File: src/rtl/ctr_steal_pkg.sv
// Shared types for the cycle-stealing counter unit.
// Assumes a two-bit operation code per request line.
package ctr_steal_pkg;

    typedef enum logic [1:0] {
        OP_INC  = 2'b00,
        OP_DEC  = 2'b01,
        OP_SHL0 = 2'b10,
        OP_SHL1 = 2'b11
    } ctr_op_e;

    typedef enum logic [1:0] {
        ST_IDLE  = 2'b00,
        ST_READ  = 2'b01,
        ST_WRITE = 2'b10
    } steal_st_e;

endpackage

File: src/rtl/ctr_req_latch.sv
// Holds one counter's pending request and the operation code that goes with it.
// An external pulse takes priority over a chained overflow request and over a clear.
// Assumes clr is only asserted in the write cycle of this line's service.
module ctr_req_latch (
    input  logic       clk,
    input  logic       rst_n,
    input  logic       pulse,
    input  logic [1:0] pulse_op,
    input  logic       chain_set,
    input  logic [1:0] chain_op,
    input  logic       clr,
    output logic       pend_q,
    output logic       pend_d,
    output logic [1:0] op_q
);

    logic [1:0] op_d;

    // Next pending state: set by pulse or chain, dropped by the service write.
    always_comb begin
        pend_d = pulse | chain_set | (pend_q & ~clr);
        if (pulse)          op_d = pulse_op;
        else if (chain_set) op_d = chain_op;
        else                op_d = op_q;
    end

    // Register the pending flag and its operation code.
    always_ff @(posedge clk) begin
        if (!rst_n) begin
            pend_q <= 1'b0;
            op_q   <= 2'b00;
        end else begin
            pend_q <= pend_d;
            op_q   <= op_d;
        end
    end

    a_r10_pulse_kept: assert property (@(posedge clk) disable iff (!rst_n)
        pulse |=> pend_q);

    a_r2_held_until_clear: assert property (@(posedge clk) disable iff (!rst_n)
        (pend_q && !clr) |=> pend_q);

endmodule

File: src/rtl/ctr_low_first.sv
// Fixed-priority picker: returns the index of the lowest set request bit.
// Assumes NUM_REQ >= 2 and IDX_W wide enough for NUM_REQ-1.
module ctr_low_first #(
    parameter int NUM_REQ = 4,
    parameter int IDX_W   = 2
) (
    input  logic [NUM_REQ-1:0] req,
    output logic [IDX_W-1:0]   idx,
    output logic               any
);

    // Scan from the top down so the lowest set bit wins.
    always_comb begin
        idx = '0;
        for (int i = NUM_REQ - 1; i >= 0; i--) begin
            if (req[i]) idx = IDX_W'(i);
        end
        any = |req;
    end

endmodule

File: src/rtl/ctr_word_update.sv
// Computes the new counter word for one service cycle.
// Words are one's-complement; overflow is flagged only on add/subtract past range.
module ctr_word_update
    import ctr_steal_pkg::*;
#(
    parameter int DATA_W = 15
) (
    input  logic [1:0]        op,
    input  logic [DATA_W-1:0] din,
    output logic [DATA_W-1:0] dout,
    output logic              ovf,
    output logic              ovf_up
);

    localparam logic [DATA_W-1:0] POS_ZERO = '0;
    localparam logic [DATA_W-1:0] NEG_ZERO = '1;
    localparam logic [DATA_W-1:0] POS_MAX  = {1'b0, {(DATA_W-1){1'b1}}};
    localparam logic [DATA_W-1:0] NEG_MIN  = {1'b1, {(DATA_W-1){1'b0}}};
    localparam logic [DATA_W-1:0] ONE      = DATA_W'(1);

    ctr_op_e op_e;

    // Apply the selected operation with one's-complement zero handling.
    always_comb begin
        op_e   = ctr_op_e'(op);
        ovf    = 1'b0;
        ovf_up = (op_e == OP_INC);
        unique case (op_e)
            OP_INC: begin
                if (din == POS_MAX) begin
                    dout = POS_ZERO;
                    ovf  = 1'b1;
                end else if (din == NEG_ZERO) begin
                    dout = ONE;
                end else begin
                    dout = din + ONE;
                end
            end
            OP_DEC: begin
                if (din == NEG_MIN) begin
                    dout = NEG_ZERO;
                    ovf  = 1'b1;
                end else if (din == POS_ZERO) begin
                    dout = NEG_ZERO - ONE;
                end else begin
                    dout = din - ONE;
                end
            end
            OP_SHL0: dout = {din[DATA_W-2:0], 1'b0};
            default: dout = {din[DATA_W-2:0], 1'b1};
        endcase
    end

endmodule

File: src/rtl/ctr_steal_unit.sv
// Top of the cycle-stealing counter unit. At an idle memory-cycle boundary with
// requests pending, it stalls the processor and does read/write service pairs,
// lowest index first, until no request remains.
// Assumes a synchronous memory with one cycle of read latency and NUM_CTR >= 2.
module ctr_steal_unit
    import ctr_steal_pkg::*;
#(
    parameter int NUM_CTR  = 4,
    parameter int DATA_W   = 15,
    parameter int ADDR_W   = 6,
    parameter int CTR_BASE = 8
) (
    input  logic                   clk,
    input  logic                   rst_n,
    input  logic [NUM_CTR-1:0]     req_pulse,
    input  logic [2*NUM_CTR-1:0]   req_op,
    input  logic [NUM_CTR-2:0]     chain_en,
    input  logic                   cyc_end,
    output logic                   stall,
    output logic                   mem_en,
    output logic                   mem_we,
    output logic [ADDR_W-1:0]      mem_addr,
    output logic [DATA_W-1:0]      mem_wdata,
    input  logic [DATA_W-1:0]      mem_rdata
);

    localparam int IDX_W = (NUM_CTR > 1) ? $clog2(NUM_CTR) : 1;
    localparam logic [ADDR_W-1:0] BASE_A = ADDR_W'(CTR_BASE);

    steal_st_e            st_q, st_d;
    logic [IDX_W-1:0]     sel_q, sel_d;
    logic                 in_write;
    logic [NUM_CTR-1:0]   pend_q, pend_d, clr_vec, chain_vec, pick_vec;
    logic [2*NUM_CTR-1:0] op_flat;
    logic [1:0]           sel_op, chain_op;
    logic [IDX_W-1:0]     pick_idx;
    logic                 pick_any;
    logic [DATA_W-1:0]    upd_dout;
    logic                 upd_ovf, upd_up;

    assign in_write = (st_q == ST_WRITE);
    assign chain_op = upd_up ? OP_INC : OP_DEC;
    assign sel_op   = op_flat[{sel_q, 1'b0} +: 2];

    // Per-line request latches, clear lines and overflow chaining.
    for (genvar i = 0; i < NUM_CTR; i++) begin : g_line
        assign clr_vec[i] = in_write && (sel_q == IDX_W'(i));
        if (i == 0) begin : g_head
            assign chain_vec[i] = 1'b0;
        end else begin : g_link
            assign chain_vec[i] = in_write && (sel_q == IDX_W'(i - 1))
                                  && upd_ovf && chain_en[i-1];
        end
        ctr_req_latch u_latch (
            .clk       (clk),
            .rst_n     (rst_n),
            .pulse     (req_pulse[i]),
            .pulse_op  (req_op[2*i +: 2]),
            .chain_set (chain_vec[i]),
            .chain_op  (chain_op),
            .clr       (clr_vec[i]),
            .pend_q    (pend_q[i]),
            .pend_d    (pend_d[i]),
            .op_q      (op_flat[2*i +: 2])
        );
    end

    // In a write cycle, look ahead at the post-edge pending set so the drain
    // goes on without a gap.
    assign pick_vec = in_write ? pend_d : pend_q;

    ctr_low_first #(
        .NUM_REQ (NUM_CTR),
        .IDX_W   (IDX_W)
    ) u_pick (
        .req (pick_vec),
        .idx (pick_idx),
        .any (pick_any)
    );

    ctr_word_update #(
        .DATA_W (DATA_W)
    ) u_upd (
        .op     (sel_op),
        .din    (mem_rdata),
        .dout   (upd_dout),
        .ovf    (upd_ovf),
        .ovf_up (upd_up)
    );

    // Next-state logic for the steal sequencer.
    always_comb begin
        st_d  = st_q;
        sel_d = sel_q;
        unique case (st_q)
            ST_IDLE: begin
                if (cyc_end && pick_any) begin
                    st_d  = ST_READ;
                    sel_d = pick_idx;
                end
            end
            ST_READ: st_d = ST_WRITE;
            ST_WRITE: begin
                if (pick_any) begin
                    st_d  = ST_READ;
                    sel_d = pick_idx;
                end else begin
                    st_d = ST_IDLE;
                end
            end
            default: st_d = ST_IDLE;
        endcase
    end

    // State and selected-counter registers.
    always_ff @(posedge clk) begin
        if (!rst_n) begin
            st_q  <= ST_IDLE;
            sel_q <= '0;
        end else begin
            st_q  <= st_d;
            sel_q <= sel_d;
        end
    end

    // Memory port and stall outputs.
    always_comb begin
        stall     = (st_q != ST_IDLE);
        mem_en    = stall;
        mem_we    = in_write;
        mem_addr  = BASE_A + {{(ADDR_W-IDX_W){1'b0}}, sel_q};
        mem_wdata = upd_dout;
    end

    a_r4_read_then_write: assert property (@(posedge clk) disable iff (!rst_n)
        (mem_en && !mem_we) |=> (mem_en && mem_we && $stable(mem_addr)));

    a_r4_write_after_read: assert property (@(posedge clk) disable iff (!rst_n)
        mem_we |-> $past(mem_en && !mem_we));

    a_r3_start_at_boundary: assert property (@(posedge clk) disable iff (!rst_n)
        $rose(stall) |-> $past(cyc_end));

    a_r9_no_early_release: assert property (@(posedge clk) disable iff (!rst_n)
        (mem_we && |(pend_q & ~clr_vec)) |=> stall);

    a_r9_release_when_empty: assert property (@(posedge clk) disable iff (!rst_n)
        $fell(stall) |-> (pend_q == '0));

    a_r8_lowest_first: assert property (@(posedge clk) disable iff (!rst_n)
        pick_any |-> (pick_vec[pick_idx] &&
                      ((pick_vec & ((NUM_CTR'(1) << pick_idx) - NUM_CTR'(1))) == '0)));

endmodule

File: config.mk
export PLATFORM = sky130hd
export DESIGN_NAME = ctr_steal_unit
export DESIGN_NICKNAME = d
export VERILOG_FILES = /design/src/rtl/ctr_steal_pkg.sv /design/src/rtl/ctr_req_latch.sv /design/src/rtl/ctr_low_first.sv /design/src/rtl/ctr_word_update.sv /design/src/rtl/ctr_steal_unit.sv
export SDC_FILE = /design/constraint.sdc
export NUM_CORES = 1
export LEC_CHECK = 0
export BUFFER_PORTS_ARGS = -buffer_cell sky130_fd_sc_hd__clkbuf_2
export CAP_MARGIN = 10
export CORE_ASPECT_RATIO = 0.9
export CORE_MARGIN = 10
export CORE_UTILIZATION = 54
export CTS_BUF_LIST = sky130_fd_sc_hd__clkbuf_8
export DETAILED_ROUTE_END_ITERATION = 10
export PLACE_DENSITY = 0.87
export SLEW_MARGIN = 30
export SYNTH_ARGS = -nofsm -noshare
export SYNTH_HDL_FRONTEND = slang
export SYNTH_HIERARCHICAL = 1
export SYNTH_SLANG_ARGS = --single-unit
File: constraint.sdc
create_clock -name clk -period 4.4 [get_ports clk]
set_clock_uncertainty 0.2 [all_clocks]
set_input_delay 0.66 -clock clk [delete_from_list [all_inputs] [get_ports clk]]
set_output_delay 0.66 -clock clk [all_outputs]
set_load 0.01 [all_outputs]
==> impl_metrics.csv, run 1 <==
group,metric,value,unit
floorplan,start_util,0.576,
critical_path,worstPathArrival,2.77,ns
clock_tree,cts_tree,"built",
global_routing,grt_use_total,0.166,
hold_path,min_to,"st_q[1]",
timing,finalCritPeriodShare,0.825,
yosys,synth-seq-area-share,0.160,
hold_path,hp-start,"st_q[0]",
critical_path,critPathRequiredTime,3.54,ns
drt,post_drt_wl_per_cell,15.6,um
place,port_buffers,52,
clock_tree,clk_path_buf_depth,2,
cells_and_area,area_delta_synth_final,13.2,%
place,gp_congestion,0.958,
critical_path,reg2reg_depth,15,
global_routing,grt_max_degree,31,
yosys,avgSynthCellArea,6.93,sq um
pwr,cellPowerDensity,228,mW/mm^2
clock_tree,insertion_delay,0.25,ns
global_routing,first_global_vias,2078,
drt,route.detailed.drc,0,
timing,worst_pin_slew,0.740,ns
cells_and_area,fillCellCount,316,
timing,fin_crit,3.63,ns
drt,ant_nets,0,
pwr,power.share.sequential,0.319,
cells_and_area,fin_area,0.00227,sq mm
clock_tree,h-tree-depth,1,
critical_path,r2r_end,"sel_q[0]",
yosys,synth_top_flop_cell,"dfxtp_1",
outcome,status,"complete, no violations",
timing,setup_viol,0,
critical_path,reg2reg_from,"sel_q[0]",
clock_tree,root_buffer,"clkbuf_8",
pwr,p_int,0.313,mW
drt,viasPerCell,6.07,
pwr,pwr-share-comb,0.473,
clock_tree,cts_buffers,3,
timing,hold_ws,0.277,ns
pwr,clkPwrFrac,0.208,
hold_path,min_path_cells,2,
yosys,ys.warnings.count,6,
critical_path,start_kind,"primary input",
critical_path,r2r_slack,1.15,ns
clock_tree,cts.sinks,16,
pwr,p_leak,1.06,nW
yosys,synthArstFlopShare,0,
place,hpwlAfterDp,4510,um
critical_path,end_kind,"primary output",
critical_path,critical_path_class,"in2out",
global_routing,antenna_found_initial,0,
cells_and_area,final_common_cell,"clkbuf_2",
yosys,netlist_instances,289,
yosys,ys_types,57,
timing,rsz0062_at_grt,"false",
cells_and_area,diodes,0,
timing,fmax,276,MHz
pwr,swShare,0.394,
clock_tree,clk_pin_slew,0.06,ns
clock_tree,post_cts_buffers,0,
clock_tree,ctsResizeCount,0,
cells_and_area,final_cell_mix,"52 x clkbuf_2, 40 x nand2_1, 28 x nor2_1",
yosys,synth_seq_cells,16,
run,drv_cap,0,
yosys,synth_area,0.00200,sq mm
yosys,synth_edf_count,0,
floorplan,io_pins,57,
global_routing,grt_pass1_wl,9680,um
cells_and_area,final_layout_size_suffix_gt1_frac,0.210,
drt,drt_first_iter_violations,290,
floorplan,die_h,77.8,um
cells_and_area,nets,367,
hold_path,min_path_type,"reg2reg",
floorplan,core_area,0.00348,sq mm
timing,finalHoldViolations,0,
drt,wirelength,5810,um
floorplan,placement_rows,20,
timing,drv_slew,0,
timing,setup-tns-final,0,ns
drt,drt_first_pass_iters,5,
place,place_area,0.00223,sq mm
critical_path,crit_fanout,10,
clock_tree,ctsHoldBuffers,0,
timing,maxSlewHeadroom,0.503,
floorplan,die_w,84.2,um
floorplan,die_area,0.00655,sq mm
pwr,ir_drop,0.000208,V
pwr,netSwitchingPower,0.204,mW
drt,vias,2264,
global_routing,gr-total-overflow,0,
## how the worst max path moves through the flow
stage / from / to / slack, ns / cells past startpoint
floorplan: mem_rdata[3] / sel_q[0] / 1.06 / 17
global placement: mem_rdata[0] / sel_q[1] / 0.71 / 18
detailed placement: mem_rdata[0] / sel_q[0] / 0.60 / 18
CTS: mem_rdata[0] / mem_wdata[1] / 0.78 / 8
global route: mem_rdata[0] / sel_q[1] / 0.48 / 18
finish: mem_rdata[0] / mem_wdata[1] / 0.77 / 8
## cells in the mapped netlist, types with 4 or more instances
library cell | n | area share
nand2_1 | 40 | 0.075
nor2_1 | 28 | 0.052
clkbuf_1 | 16 | 0.030
dfxtp_1 | 16 | 0.16
nor3_1 | 16 | 0.040
a21oi_1 | 15 | 0.037
nand2b_1 | 14 | 0.044
inv_1 | 13 | 0.024
o21ai_0 | 10 | 0.025
mux2_1 | 8 | 0.045
nand3_1 | 8 | 0.020
o211a_1 | 8 | 0.040
nor4_1 | 7 | 0.022
xor2_1 | 7 | 0.031
a21boi_0 | 5 | 0.019
buf_4 | 5 | 0.019
o211ai_1 | 5 | 0.019
xnor2_1 | 5 | 0.022
nand4_1 | 4 | 0.012
## power groups by stage
stage	combinational, mW	clock [mW]	sequential (mW)
floorplan	0.170	0	0.164
global placement	0.237	0	0.167
detailed placement	0.241	0	0.168
CTS	0.242	0.110	0.165
global route	0.270	0.118	0.167
finish	0.244	0.107	0.165
## cell type report
class | instances | area [sq um] | share of cell area
flip-flops and latches | 16 | 320 | 0.141
clock buffers | 3 | 41.3 | 0.0182
multi-input cells | 243 | 1530 | 0.673
repair buffers | 54 | 275 | 0.121
well taps | 44 | 55.1 | 0.0243
inverters | 13 | 48.8 | 0.0215
## metal layers
| layer | vias to the layer above | share of wire | track usage |
|---|---|---|---|
| met5 | - | 0 | 0 |
| met4 | 0 | 0.0024 | 0.0217 |
| met3 | 4 | 0.13 | 0.0616 |
| met2 | 155 | 0.42 | 0.240 |
| met1 | 1006 | 0.44 | 0.232 |
| li1 | 1099 | - | - |
## stage by stage
step           setup slack [ns]  cells  total power [mW]   util
2_1_floorplan              1.06    298             0.333      -
3_3_place_gp              0.709    370             0.404  0.640
3_5_place_dp              0.602    370             0.409  0.640
4_1_cts                   0.777    373             0.517  0.652
5_1_grt                   0.477    373             0.555  0.652
6_report                  0.771    373             0.517  0.652
## flip-flops by register name, summed over array words and instances (netlist names)
| register | cells |
|---|---|
| g_line.u_latch/pend_q | 4 |
| g_line.u_latch/op_q | 8 |
| st_q | 2 |
| sel_q | 2 |
## worst max-delay path: stages
cell	delay (ns)
clkbuf_2	0.16
inv_1	0.14
ha_1	0.22
or3b_2	0.51
nor4_4	0.46
and3b_1	0.25
o31ai_2	0.20
clkbuf_2	0.16
## logic make-up (layout without fill, tap and decap cells)
group           after synthesis  in the layout  share of synthesized area
simple gates                137            137                      0.348
compound gates               67             67                      0.240
buf+inv                      39             70                     0.0943
flops                        16             16                      0.160
mux                          13             13                     0.0824
xor+xnor                     12             12                     0.0525
fa+ha+maj                     3              3                     0.0187
other cells                   2             11                    0.00375
(Power assumes the default switching activity.)
==> inputs of run 2 (changes only) <==
==> constraint.sdc (replaced) <==
create_clock -name clk -period 3.8 [get_ports clk]
set_clock_uncertainty 0.2 [all_clocks]
set_input_delay 0.57 -clock clk [delete_from_list [all_inputs] [get_ports clk]]
set_output_delay 0.57 -clock clk [all_outputs]
set_load 0.01 [all_outputs]
==> impl_metrics.csv, run 2 (same netlist as run 1, synthesis figures left out) <==
group,metric,value,unit
clock_tree,ctsHoldBuffers,0,
timing,maxSlewHeadroom,0.613,
timing,hold_ws,0.278,ns
place,port_buffers,52,
drt,route.detailed.drc,0,
critical_path,worstPathArrival,2.75,ns
critical_path,reg2reg_depth,15,
timing,setup_viol,0,
global_routing,busiest_layer,"met2",
timing,fin_crit,3.52,ns
drt,ant_nets,0,
drt,wirelength,6080,um
timing,setup-tns-final,0,ns
critical_path,crit_fanout,30,
cells_and_area,final_common_cell,"clkbuf_2",
critical_path,critPathRequiredTime,3.03,ns
global_routing,first_global_vias,2088,
pwr,ir_drop,0.000214,V
critical_path,timing.critical_path.from,"sel_q[0]",
floorplan,io_pins,57,
cells_and_area,final_cell_mix,"52 x clkbuf_2, 40 x nand2_1, 28 x nor2_1",
cells_and_area,fillCellCount,313,
clock_tree,cts.sinks,16,
global_routing,grtUsageMet1,0.237,
clock_tree,h-tree-depth,1,
clock_tree,clk_pin_slew,0.06,ns
drt,drt_first_pass_iters,5,
cells_and_area,top_register,"g_line.u_latch/op_q",
floorplan,start_util,0.576,
critical_path,end_kind,"primary output",
clock_tree,cts_buffers,3,
floorplan,core_area,0.00348,sq mm
clock_tree,root_buffer,"clkbuf_8",
floorplan,placement_rows,20,
clock_tree,ctsResizeCount,0,
place,gp_congestion,0.940,
cells_and_area,final_layout_size_suffix_gt1_frac,0.226,
place,hpwlAfterDp,4770,um
hold_path,min_path_type,"reg2reg",
global_routing,grtUsageMet3,0.0605,
critical_path,start_kind,"flip-flop",
critical_path,r2r_slack,0.51,ns
cells_and_area,area_delta_synth_final,16.2,%
floorplan,die_w,84.2,um
timing,rsz0062_at_grt,"false",
run,drv_cap,0,
clock_tree,cts_tree,"built",
drt,vias,2297,
pwr,p_leak,1.10,nW
pwr,cellPowerDensity,269,mW/mm^2
global_routing,grt_pass1_wl,9790,um
global_routing,antenna_found_initial,0,
timing,fmax,284,MHz
timing,finalHoldViolations,0,
global_routing,grt_max_degree,31,
floorplan,die_area,0.00655,sq mm
clock_tree,clk_path_buf_depth,2,
clock_tree,insertion_delay,0.25,ns
cells_and_area,top_regs,"g_line.u_latch/op_q: 8 flops, g_line.u_latch/pend_q: 4 flops",
critical_path,crit_path_end,"mem_wdata[13]",
critical_path,critical_path_class,"reg2out",
floorplan,die_h,77.8,um
cells_and_area,largest_reg_flops,8,
outcome,status,"complete, no violations",
global_routing,grt_use_total,0.172,
timing,finalCritPeriodShare,0.927,
drt,post_drt_wl_per_cell,16.0,um
drt,viasPerCell,6.04,
timing,worst_pin_slew,0.580,ns
drt,drt_first_iter_violations,254,
timing,drv_slew,0,
critical_path,r2r_end,"sel_q[0]",
clock_tree,post_cts_buffers,0,
hold_path,hp-start,"st_q[0]",
cells_and_area,nets,373,
global_routing,met2_usage,0.255,
global_routing,gr-total-overflow,0,
cells_and_area,diodes,0,
critical_path,reg2reg_from,"sel_q[0]",
## run 2: cell count changes in the layout (fill, tap and decap cells not counted)
cell and change:
buf_4 +6, clkbuf_8 +1
## run 2: worst min-delay path by stage
stage,to,slack [ns],cells after the start
2_1_floorplan,st_q[1],0.24,2
3_3_place_gp,st_q[1],0.27,2
3_5_place_dp,st_q[1],0.27,2
4_1_cts,st_q[1],0.28,2
5_1_grt,st_q[1],0.31,2
6_report,st_q[1],0.28,2
## run 2: per-layer routing
layer  up-vias  routed length (um)
met5         -                   0
met4         0                  14
met3         4                 741
met2       161                2610
met1      1024                2710
li1       1108                   -
## run 2: where the power goes
group | switching [mW] | leakage [nW] | internal, mW | total [mW]
logic | 0.172 | 0.936 | 0.114 | 0.286
clock network | 0.0558 | 0.0288 | 0.0919 | 0.148
registers | 0.0111 | 0.133 | 0.180 | 0.192
## run 2: metrics by stage
| step | util | power, mW | area [sq um] | std cells | setup slack (ns) |
|---|---|---|---|---|---|
| after floorplan | - | 0.386 | 2040 | 298 | 0.551 |
| after global placement | 0.653 | 0.471 | 2270 | 376 | 0.436 |
| after detailed placement | 0.653 | 0.476 | 2270 | 376 | 0.280 |
| after CTS | 0.669 | 0.627 | 2330 | 380 | 0.330 |
| after global routing | 0.669 | 0.669 | 2330 | 380 | 0.137 |
| final | 0.669 | 0.625 | 2330 | 380 | 0.279 |
## run 2: cell type report
cell class	instances	area, sq um	share of cell area
tap	44	55.1	0.0237
timing repair buffer	60	320	0.138
clock buffer	4	55.1	0.0237
sequential	16	320	0.138
inverter	13	48.8	0.0210
multi-input combinational	243	1530	0.656
## run 2: critical path: stages (launching register included)
cell and delay [ns]:
dfxtp_1 0.52, mux4_2 0.83, nor2b_1 0.57, o211ai_1 0.20
a2bb2oi_1 0.20, clkbuf_2 0.17
